==> config.mk <==
export PLATFORM = sky130hd
export DESIGN_NAME = irq_pulse_combiner
export DESIGN_NICKNAME = d
export VERILOG_FILES = /design/src/rtl/irqc_pkg.sv /design/src/rtl/irqc_regfile.sv /design/src/rtl/irqc_pulse_gen.sv /design/src/rtl/irq_pulse_combiner.sv
export SDC_FILE = /design/constraint.sdc
export NUM_CORES = 1
export LEC_CHECK = 0
export BUFFER_PORTS_ARGS = -buffer_cell sky130_fd_sc_hd__buf_4
export CAP_MARGIN = 30
export CORE_ASPECT_RATIO = 0.6
export CORE_UTILIZATION = 51
export CTS_CLUSTER_DIAMETER = 30
export DETAILED_ROUTE_END_ITERATION = 6
export PLACE_DENSITY = 0.86
export SETUP_SLACK_MARGIN = 0.4
export SYNTH_ARGS = -nofsm -noshare
export SYNTH_HDL_FRONTEND = slang
export SYNTH_SLANG_ARGS = --single-unit
==> constraint.sdc <==
create_clock -name clk -period 2.1 [get_ports clk]
set_input_delay 0.21 -clock clk [delete_from_list [all_inputs] [get_ports clk]]
set_output_delay 0.21 -clock clk [all_outputs]
set_load 0.005 [all_outputs]
==> src/rtl/irqc_pkg.sv <==
package irqc_pkg;

  // Class index; also the end-of-interrupt code that re-arms the class.
  typedef enum logic [1:0] {
    CLS_RXTHR = 2'd0,
    CLS_RX    = 2'd1,
    CLS_TX    = 2'd2,
    CLS_MISC  = 2'd3
  } irq_cls_e;

  localparam int NUM_CLS  = 4;
  localparam int OFS_EN   = 0;  // enable masks at OFS_EN + class
  localparam int OFS_STAT = 4;  // masked status at OFS_STAT + class
  localparam int OFS_EOI  = 8;  // end-of-interrupt vector

endpackage

==> src/rtl/irqc_regfile.sv <==
module irqc_regfile
  import irqc_pkg::*;
#(
  parameter int NUM_CH = 8,
  parameter int DATA_W = 32,
  parameter int ADDR_W = 4
) (
  input  logic                              clk,
  input  logic                              rst_n,
  input  logic                              reg_wr,
  input  logic [ADDR_W-1:0]                 reg_addr,
  input  logic [DATA_W-1:0]                 reg_wdata,
  input  logic [NUM_CLS-1:0][NUM_CH-1:0]    masked,
  output logic [NUM_CLS-1:0][NUM_CH-1:0]    en_q,
  output logic [NUM_CLS-1:0]                eoi_hit,
  output logic [DATA_W-1:0]                 reg_rdata
);

  logic [NUM_CLS-1:0][NUM_CH-1:0] en_d;
  logic [NUM_CLS-1:0]             en_wr;
  logic                           eoi_sel;

  assign eoi_sel = reg_wr && (reg_addr == ADDR_W'(OFS_EOI));

  for (genvar g = 0; g < NUM_CLS; g++) begin : g_cls
    assign en_wr[g]   = reg_wr && (reg_addr == ADDR_W'(OFS_EN + g));
    assign eoi_hit[g] = eoi_sel && (reg_wdata == DATA_W'(g));
  end

  // next-state for the enable masks
  always_comb begin
    en_d = en_q;
    for (int g = 0; g < NUM_CLS; g++) begin
      if (en_wr[g]) begin
        en_d[g] = reg_wdata[NUM_CH-1:0];
      end
    end
  end

  always_ff @(posedge clk or negedge rst_n) begin
    if (!rst_n) begin
      en_q <= '0;
    end else if (|en_wr) begin
      en_q <= en_d;
    end
  end

  // read mux; unmapped offsets and the vector read as zero
  always_comb begin
    reg_rdata = '0;
    for (int g = 0; g < NUM_CLS; g++) begin
      if (reg_addr == ADDR_W'(OFS_EN + g)) begin
        reg_rdata = DATA_W'(en_q[g]);
      end
      if (reg_addr == ADDR_W'(OFS_STAT + g)) begin
        reg_rdata = DATA_W'(masked[g]);
      end
    end
  end

endmodule

==> src/rtl/irqc_pulse_gen.sv <==
module irqc_pulse_gen #(
  parameter int NUM_CH = 8
) (
  input  logic              clk,
  input  logic              rst_n,
  input  logic [NUM_CH-1:0] masked,
  input  logic              eoi_hit,
  output logic              irq
);

  logic armed_q, armed_d;
  logic irq_q;
  logic fire;

  assign fire = armed_q && (|masked);

  // firing disarms; a simultaneous vector write loses to it
  always_comb begin
    armed_d = armed_q;
    if (fire) begin
      armed_d = 1'b0;
    end else if (eoi_hit) begin
      armed_d = 1'b1;
    end
  end

  always_ff @(posedge clk or negedge rst_n) begin
    if (!rst_n) begin
      armed_q <= 1'b1;
      irq_q   <= 1'b0;
    end else begin
      armed_q <= armed_d;
      irq_q   <= fire;
    end
  end

  assign irq = irq_q;

endmodule

==> src/rtl/irq_pulse_combiner.sv <==
module irq_pulse_combiner
  import irqc_pkg::*;
#(
  parameter int NUM_CH = 8,
  parameter int DATA_W = 32,
  parameter int ADDR_W = 4
) (
  input  logic              clk,
  input  logic              rst_n,
  input  logic              reg_wr,
  input  logic [ADDR_W-1:0] reg_addr,
  input  logic [DATA_W-1:0] reg_wdata,
  output logic [DATA_W-1:0] reg_rdata,
  input  logic [NUM_CH-1:0] rxthr_req,
  input  logic [NUM_CH-1:0] rx_req,
  input  logic [NUM_CH-1:0] tx_req,
  input  logic [NUM_CH-1:0] misc_req,
  output logic              irq_rxthr,
  output logic              irq_rx,
  output logic              irq_tx,
  output logic              irq_misc
);

  logic [NUM_CLS-1:0][NUM_CH-1:0] raw;
  logic [NUM_CLS-1:0][NUM_CH-1:0] en_q;
  logic [NUM_CLS-1:0][NUM_CH-1:0] masked;
  logic [NUM_CLS-1:0]             eoi_hit;
  logic [NUM_CLS-1:0]             irq_vec;

  assign raw[CLS_RXTHR] = rxthr_req;
  assign raw[CLS_RX]    = rx_req;
  assign raw[CLS_TX]    = tx_req;
  assign raw[CLS_MISC]  = misc_req;

  irqc_regfile #(
    .NUM_CH (NUM_CH),
    .DATA_W (DATA_W),
    .ADDR_W (ADDR_W)
  ) u_regs (
    .clk       (clk),
    .rst_n     (rst_n),
    .reg_wr    (reg_wr),
    .reg_addr  (reg_addr),
    .reg_wdata (reg_wdata),
    .masked    (masked),
    .en_q      (en_q),
    .eoi_hit   (eoi_hit),
    .reg_rdata (reg_rdata)
  );

  for (genvar g = 0; g < NUM_CLS; g++) begin : g_cls
    assign masked[g] = raw[g] & en_q[g];

    irqc_pulse_gen #(
      .NUM_CH (NUM_CH)
    ) u_pulse (
      .clk     (clk),
      .rst_n   (rst_n),
      .masked  (masked[g]),
      .eoi_hit (eoi_hit[g]),
      .irq     (irq_vec[g])
    );
  end

  assign irq_rxthr = irq_vec[CLS_RXTHR];
  assign irq_rx    = irq_vec[CLS_RX];
  assign irq_tx    = irq_vec[CLS_TX];
  assign irq_misc  = irq_vec[CLS_MISC];

endmodule

==> flow_metrics.env, run 1 <==
export IMPL_antenna_cells=0
export IMPL_die_x_um=90.6
export IMPL_layout_common_cells="84 x buf_4, 36 x dfrtp_1, 28 x mux2_2"
export IMPL_ios=107
export IMPL_critical_path_top_delay_family="compound AO/OA/AOI/OAI gates"
export IMPL_synth_top_area_share_pct=37.5
export IMPL_grt_pass1_vias=1997
export IMPL_leakagePower_uw=0.00148
export IMPL_endpoint="reg_rdata[0]"
export IMPL_die_h_um=55.2
export IMPL_cts_tree="yes"
export IMPL_fillers=335
export IMPL_drt_pass1_iterations=5
export IMPL_p_comb_share_pct=24.4
export IMPL_sequentialPowerShare_pct=47.4
export IMPL_synth_edf_count=0
export IMPL_max_vdd_ir_drop_v=0.000391
export IMPL_drc_errors=0
export IMPL_clk_pin_slew_worst_paths_ns=0.08
export IMPL_fin_skew_ns=0.00637
export IMPL_fin_crit_sh_pct=78.8
export IMPL_status="finished, final reports clean"
export IMPL_timing_hold_violations_final=0
export IMPL_cts_buffer_depth=2
export IMPL_routed_wl_um=6850
export IMPL_ys_flop_type="dfrtp_1"
export IMPL_synth_cell_types=40
export IMPL_grt_util_all_layers_pct=27.8
export IMPL_root_buffer="clkbuf_8"
export IMPL_setup_worst_path_start="reg_addr[2]"
export IMPL_reg2regPathDepth=4
export IMPL_ys_ff_latch=40
export IMPL_max_stage_delay_ns=0.28
export IMPL_design_area_um2=3120
export IMPL_layout_nets=394
export IMPL_fin_tns_setup_ns=0
export IMPL_synth_area_top_cells="dfrtp_1 37%, mux2_2 13%, buf_4 7.5%"
export IMPL_dpl_instance_area_um2=2990
export IMPL_crit_chain="buf_4, clkinvlp_4, o211ai_1, o21ai_0, a22o_1, buf_4"
export IMPL_crit_path_max_fanout=14
export IMPL_power_density_nw_per_um2=700
export IMPL_die_area_um2=5000
export IMPL_clk_latency_ns=0.29
export IMPL_ant_nets=0
export IMPL_crit_path_top_delay_cell="a22o_1"
export IMPL_syn_inst=237
export IMPL_r2r_slack_ns=0.77
export IMPL_crit_path_start_kind="primary input"
export IMPL_drtIter0Drc=198
export IMPL_wl_per_cell_um=17.8
export IMPL_worstSetupEndpointType="primary output"
export IMPL_num_rows=18
export IMPL_p_sw_uw=620
export IMPL_finalMaxSlewViolations=0
export IMPL_path_buf_inv=3
export IMPL_via_per_inst=5.79
export IMPL_max_freq_ghz=0.604
export IMPL_p_int_uw=1560
export IMPL_rr_startpoint="u_regs.en_q[13]"
export IMPL_core_um2=4300
export IMPL_r2r_end="g_cls[1].u_pulse.irq"
export IMPL_syn_area_per_cell_um2=10.1
export IMPL_cp_depth=6
export IMPL_crit_type="primary input to primary output"
export IMPL_grt_antenna_before_repair=0
export IMPL_rsz0062_at_grt="true"
export IMPL_cp_required_ns=1.89
export IMPL_clkPwrFrac_pct=28.2
export IMPL_cts_sinks=40
export IMPL_yosysSeqAreaShare_pct=41.9
export IMPL_postCtsSetupBuffers=0
export IMPL_max_cap_viol_count=0
export IMPL_grt_overflow_total=0
export IMPL_num_vias=2222
export IMPL_async_flop_share_pct=100
export IMPL_cpMostUsedCell="buf_4"
export IMPL_power_total_uw=2180
export IMPL_synth_area_um2=2400
export IMPL_drive_gt1_share_pct=39.8
export IMPL_grt_max_degree=41
export IMPL_p_sw_share_pct=28.4
export IMPL_start_util_pct=55.9
export IMPL_cp_data_arrival_time_ns=1.45
export IMPL_routabilityCongestion=0.927
export IMPL_area_growth_syn_to_layout_pct=29.8
export IMPL_synth_top_area_cell="dfrtp_1"
export IMPL_tightest_slew_ns=0.502
export IMPL_cts_buffers=5
export IMPL_post_place_ws_ns=0.333
export IMPL_port_buffers=82
export IMPL_hpwl_um=5440
export IMPL_hold_slack_ns=0.214
export IMPL_finalSetupViolations=0
export IMPL_setup_ws_ns=0.445
export IMPL_hold_path_depth=2
export IMPL_fin_crit_ns=1.66
export IMPL_htree_levels=2
export IMPL_yosysWarnings=0
export IMPL_hold_class="primary input to flop"
export IMPL_layout_commonest_cell="buf_4"
export IMPL_max_slew_margin_pct=66.5
export IMPL_grt_first_pass_wirelength_um=10300
## flip-flops by register name (all words and copies together), names as in the netlist
name and cells:
u_regs.en_q 32, g_cls.u_pulse.irq 4, g_cls.u_pulse.armed_q 4
## area by class of cell
type	instances	area (um2)	area share (%)
timing repair buffer	85	641	20.5
timing repair inverter	1	7.51	0.241
inverter	6	26.3	0.842
multi-input combinational	184	1260	40.3
clock buffer	6	72.6	2.33
tap	60	75.1	2.41
clock inverter	2	35.0	1.12
sequential	40	1010	32.3
## cell usage after synthesis (5+ instances only)
cell type,count
a21o_1,7
a22o_1,8
o211ai_1,10
mux2_2,28
a22oi_1,13
buf_4,24
dfrtp_1,36
inv_1,5
and2_1,5
nor4_1,6
nand2b_1,8
o21ai_0,16
nand2_1,9
nand4_1,6
a21oi_1,14
## cell families (layout without fill, tap and decap cells)
group / after synthesis / after routing / synth area share, %
flip-flops: 40 / 40 / 41.9
other: 1 / 24 / 0.156
multiplexers: 30 / 30 / 14.0
AND/OR/NAND/NOR: 55 / 55 / 13.3
buffers and inverters: 36 / 100 / 9.47
AO/OA/AOI/OAI: 75 / 75 / 21.2
## metrics by stage
| stage | instances | util, % |
|---|---|---|
| finish | 384 | 72.5 |
| detailed placement | 374 | 69.5 |
| global placement | 374 | 69.5 |
| CTS | 383 | 72.3 |
| global route | 384 | 72.5 |
| floorplan | 260 | - |
## worst min-delay path by stage
stage / from / end / slack (ns)
after floorplan: rst_n / g_cls[0].u_pulse.irq / -0.09
after global routing: reg_wdata[2] / u_regs.en_q[18] / 0.21
after global placement: rst_n / u_regs.en_q[15] / 0.21
after CTS: reg_wdata[6] / u_regs.en_q[22] / 0.20
final: reg_wdata[6] / u_regs.en_q[14] / 0.21
after detailed placement: rst_n / u_regs.en_q[19] / 0.21
## power groups by stage
stage / clock network (uW) / logic, uW / registers, uW
finish: 616 / 533 / 1030
global route: 656 / 583 / 1050
CTS: 621 / 526 / 1030
detailed placement: 0 / 521 / 1040
global placement: 0 / 509 / 1040
floorplan: 0 / 325 / 1000
## worst reg2reg max path, delay by kind of cell (launching register included)
family           cells  cell delay, ns
AO/OA/AOI/OAI        2            0.47
AND/OR/NAND/NOR      2            0.35
flip-flops           1            0.40
## what timing repair did
item / 4_1_cts / 5_1_grt
hold buffers: 1 / 0
hold endpoints to repair: 36 / 0
endpoints found under the setup margin: 0 / 6
gates resized for setup: 0 / 2
## per-layer routing
metal	track usage, %	vias to the layer above	routed length (um)	part of all wire [%]
met5	0	-	0	0
met4	3.23	0	29	0.42
met3	6.83	4	815	12
met2	40.5	133	2890	42
met1	42.5	1066	3110	45
li1	-	1019	-	-
Power figures use the tool's default switching activity.
==> run 2, diff against run 1 <==
--- a/config.mk
+++ b/config.mk
@@ -5,13 +5,14 @@
 export SDC_FILE = /design/constraint.sdc
 export NUM_CORES = 1
 export LEC_CHECK = 0
+export ABC_AREA = 1
 export BUFFER_PORTS_ARGS = -buffer_cell sky130_fd_sc_hd__buf_4
 export CAP_MARGIN = 30
 export CORE_ASPECT_RATIO = 0.6
-export CORE_UTILIZATION = 51
+export CORE_UTILIZATION = 49
 export CTS_CLUSTER_DIAMETER = 30
 export DETAILED_ROUTE_END_ITERATION = 6
-export PLACE_DENSITY = 0.86
+export PLACE_DENSITY = 0.8
 export SETUP_SLACK_MARGIN = 0.4
 export SYNTH_ARGS = -nofsm -noshare
 export SYNTH_HDL_FRONTEND = slang
==> constraint.sdc (replaced) <==
create_clock -name clk -period 1.6 [get_ports clk]
set_input_delay 0.16 -clock clk [delete_from_list [all_inputs] [get_ports clk]]
set_output_delay 0.16 -clock clk [all_outputs]
set_load 0.005 [all_outputs]
==> flow_metrics.env, run 2 <==
export IMPL_status="finished, violations left"
export IMPL_violations="design-rule violations, negative setup slack"
export IMPL_grt_pass1_vias=2733
export IMPL_finalMaxSlewViolations=0
export IMPL_largest_register="u_regs.en_q"
export IMPL_ios=107
export IMPL_root_buffer="clkbuf_8"
export IMPL_yosysWarnings=0
export IMPL_port_buffers=82
export IMPL_clk_pin_slew_worst_paths_ns=0.08
export IMPL_finalSetupViolations=1
export IMPL_synth_edf_count=0
export IMPL_final_seq_area_um2=1010
export IMPL_synth_area_um2=2720
export IMPL_drive_gt1_share_pct=32.0
export IMPL_rr_startpoint="u_regs.en_q[12]"
export IMPL_crit_type="flop to primary output"
export IMPL_area_growth_syn_to_layout_pct=33.4
export IMPL_layoutNonFillerInstCount=556
export IMPL_routabilityCongestion=0.883
export IMPL_cts_tree="yes"
export IMPL_fin_crit_sh_pct=101
export IMPL_fin_crit_ns=1.61
export IMPL_max_vdd_ir_drop_v=0.000390
export IMPL_die_x_um=98.1
export IMPL_met1_usage_pct=36.9
export IMPL_drtIter0Drc=220
export IMPL_synth_most_common_cell="nand2_1"
export IMPL_synth_top_area_share_pct=33.2
export IMPL_crit_chain="nand2_2, nand3b_1, nand2_1, o21bai_1, nand4_1, buf_4"
export IMPL_syn_area_per_cell_um2=7.04
export IMPL_setup_ws_ns=-0.00951
export IMPL_grt_overflow_total=0
export IMPL_r2r_slack_ns=0.42
export IMPL_multi_input_area_um2=1480
export IMPL_timing_hold_violations_final=0
export IMPL_antenna_cells=0
export IMPL_hold_slack_ns=0.196
export IMPL_ys_flop_type="dfrtp_1"
export IMPL_htree_levels=2
export IMPL_grt_antenna_before_repair=0
export IMPL_num_vias=2950
export IMPL_grt_first_pass_wirelength_um=12300
export IMPL_max_freq_ghz=0.621
export IMPL_grt_max_degree=41
export IMPL_rsz0062_at_grt="true"
export IMPL_power_total_uw=3250
export IMPL_crit_path_top_delay_cell="dfrtp_1"
export IMPL_start_util_pct=52.2
export IMPL_layout_commonest_cell="buf_4"
export IMPL_routed_wl_um=7730
export IMPL_max_cap_viol_count=0
export IMPL_cts_sinks=40
export IMPL_max_slew_margin_pct=65.7
export IMPL_layout_nets=560
export IMPL_fin_skew_ns=0.0103
export IMPL_cts_buffer_depth=2
export IMPL_power_density_nw_per_um2=897
export IMPL_ant_nets=0
export IMPL_clk_latency_ns=0.30
export IMPL_die_area_um2=5860
export IMPL_hp_start="reg_wdata[1]"
export IMPL_r2r_end="g_cls[1].u_pulse.armed_q"
export IMPL_design_area_um2=3620
export IMPL_tightest_slew_ns=0.515
export IMPL_synth_top_area_cell="dfrtp_1"
export IMPL_syn_inst=386
export IMPL_wl_per_cell_um=13.9
export IMPL_hold_class="primary input to flop"
export IMPL_die_h_um=59.7
export IMPL_dpl_instance_area_um2=3340
export IMPL_synth_area_top_cells="dfrtp_1 33%, nand2_1 15%, nand3_1 9.0%"
export IMPL_synth_cell_types=28
export IMPL_yosysSeqAreaShare_pct=37.0
export IMPL_busiest_layer="met2"
export IMPL_largest_reg_flops=32
export IMPL_use_met2_pct=44.1
export IMPL_drt_pass1_iterations=7
export IMPL_ys_ff_latch=40
export IMPL_num_rows=20
export IMPL_met3_usage_pct=6.20
export IMPL_cp_data_arrival_time_ns=1.45
export IMPL_via_per_inst=5.31
export IMPL_reg2regPathDepth=7
export IMPL_cp_required_ns=1.44
export IMPL_synth_top_cells_by_count="107 x nand2_1, 49 x nand3_1, 44 x nor2_1"
export IMPL_crit_path_start_kind="flop"
export IMPL_worstSetupEndpointType="primary output"
export IMPL_cts_buffers=5
export IMPL_max_stage_delay_ns=0.43
export IMPL_async_flop_share_pct=100
export IMPL_fillers=444
export IMPL_core_um2=5200
export IMPL_hold_path_depth=6
export IMPL_leakagePower_uw=0.00190
export IMPL_placed_cells=533
export IMPL_drc_errors=5
export IMPL_hold_end="g_cls[0].u_pulse.armed_q"
export IMPL_grt_util_all_layers_pct=27.5
export IMPL_hpwl_um=5780
export IMPL_crit_path_max_fanout=3
export IMPL_layout_common_cells="102 x buf_4, 101 x nand2_1, 45 x nand3_1"
==> run 2: cell types whose count changed in the layout (fill, tap and decap cells not counted), moves of 9 or more <==
| cell | change |
|---|---|
| o21ai_1 | +18 |
| nand2_1 | +92 |
| mux2_2 | -28 |
| o211ai_1 | -10 |
| nand3_1 | +44 |
| o21ai_0 | -9 |
| buf_4 | +18 |
| nand4_1 | +12 |
| nor2_1 | +37 |
| a21oi_1 | -11 |
| a22oi_1 | -13 |
| inv_1 | +22 |
==> run 2: cell type report <==
| class | count | share of cell area (%) |
|---|---|---|
| Inverter | 33 | 3.42 |
| Tap cell | 66 | 2.28 |
| Sequential cell | 40 | 27.8 |
| Timing Repair Buffer | 106 | 22.6 |
| Clock inverter | 3 | 1.28 |
| Clock buffer | 5 | 1.90 |
| Multi-Input combinational cell | 303 | 40.8 |
==> run 2: power by group <==
part           leakage, uW  internal [uW]  switching, uW  total [uW]
Sequential        0.000503           1260            184        1440
Clock            0.0000548            470            399         869
Combinational      0.00134            463            474         937
Total              0.00190           2190           1060        3250
==> run 2: worst max path at each step <==
stage	slack [ns]	to	cells after the start	start
3_5_place_dp	0.16	reg_rdata[6]	10	reg_addr[1]
3_3_place_gp	0.19	reg_rdata[6]	10	reg_addr[1]
2_1_floorplan	0.52	reg_rdata[1]	6	reg_addr[0]
6_report	-0.01	reg_rdata[4]	6	u_regs.en_q[12]
4_1_cts	0.04	reg_rdata[0]	9	u_regs.en_q[0]
5_1_grt	-0.11	reg_rdata[2]	7	u_regs.en_q[2]
==> run 2: critical path: cells and delay by family, from the launching register on <==
family	cells	cell delay [ns]
AOI/OAI and AO/OA	1	0.16
DFF	1	0.43
and+or+nand+nor	4	0.41
buffers and inverters	1	0.16
==> run 2: cell families after synthesis <==
kind of cell | Yosys count | synth area share (%)
simple gates | 236 | 39.8
compound gates | 43 | 9.58
buf+inv | 66 | 13.4
other cells | 1 | 0.138
flops | 40 | 37.0
==> run 2: through the flow <==
| stage | setup slack, ns | utilization [%] | setup TNS (ns) |
|---|---|---|---|
| 6_report | -0.00951 | 69.6 | -0.00951 |
| 5_1_grt | -0.109 | 69.6 | -0.513 |
| 4_1_cts | 0.0387 | 68.4 | 0 |
| 3_5_place_dp | 0.156 | 64.2 | 0 |
| 3_3_place_gp | 0.192 | 64.2 | 0 |
| 2_1_floorplan | 0.523 | - | 0 |
==> run 2: per-layer routing <==
layer / up-vias / wire length [um]
li1: 1422 / -
met1: 1358 / 3340
met2: 156 / 3530
met3: 14 / 766
met4: 0 / 93
met5: - / 0
==> run 2: timing repair <==
| item | CTS | global route |
|---|---|---|
| pin swaps | 21 | 21 |
| buffers inserted | 10 | 4 |
| resized for setup | 6 | 12 |
| hold endpoints to repair | 36 | 0 |
| hold buffers | 1 | 0 |
| endpoints found under the setup margin | 8 | 10 |
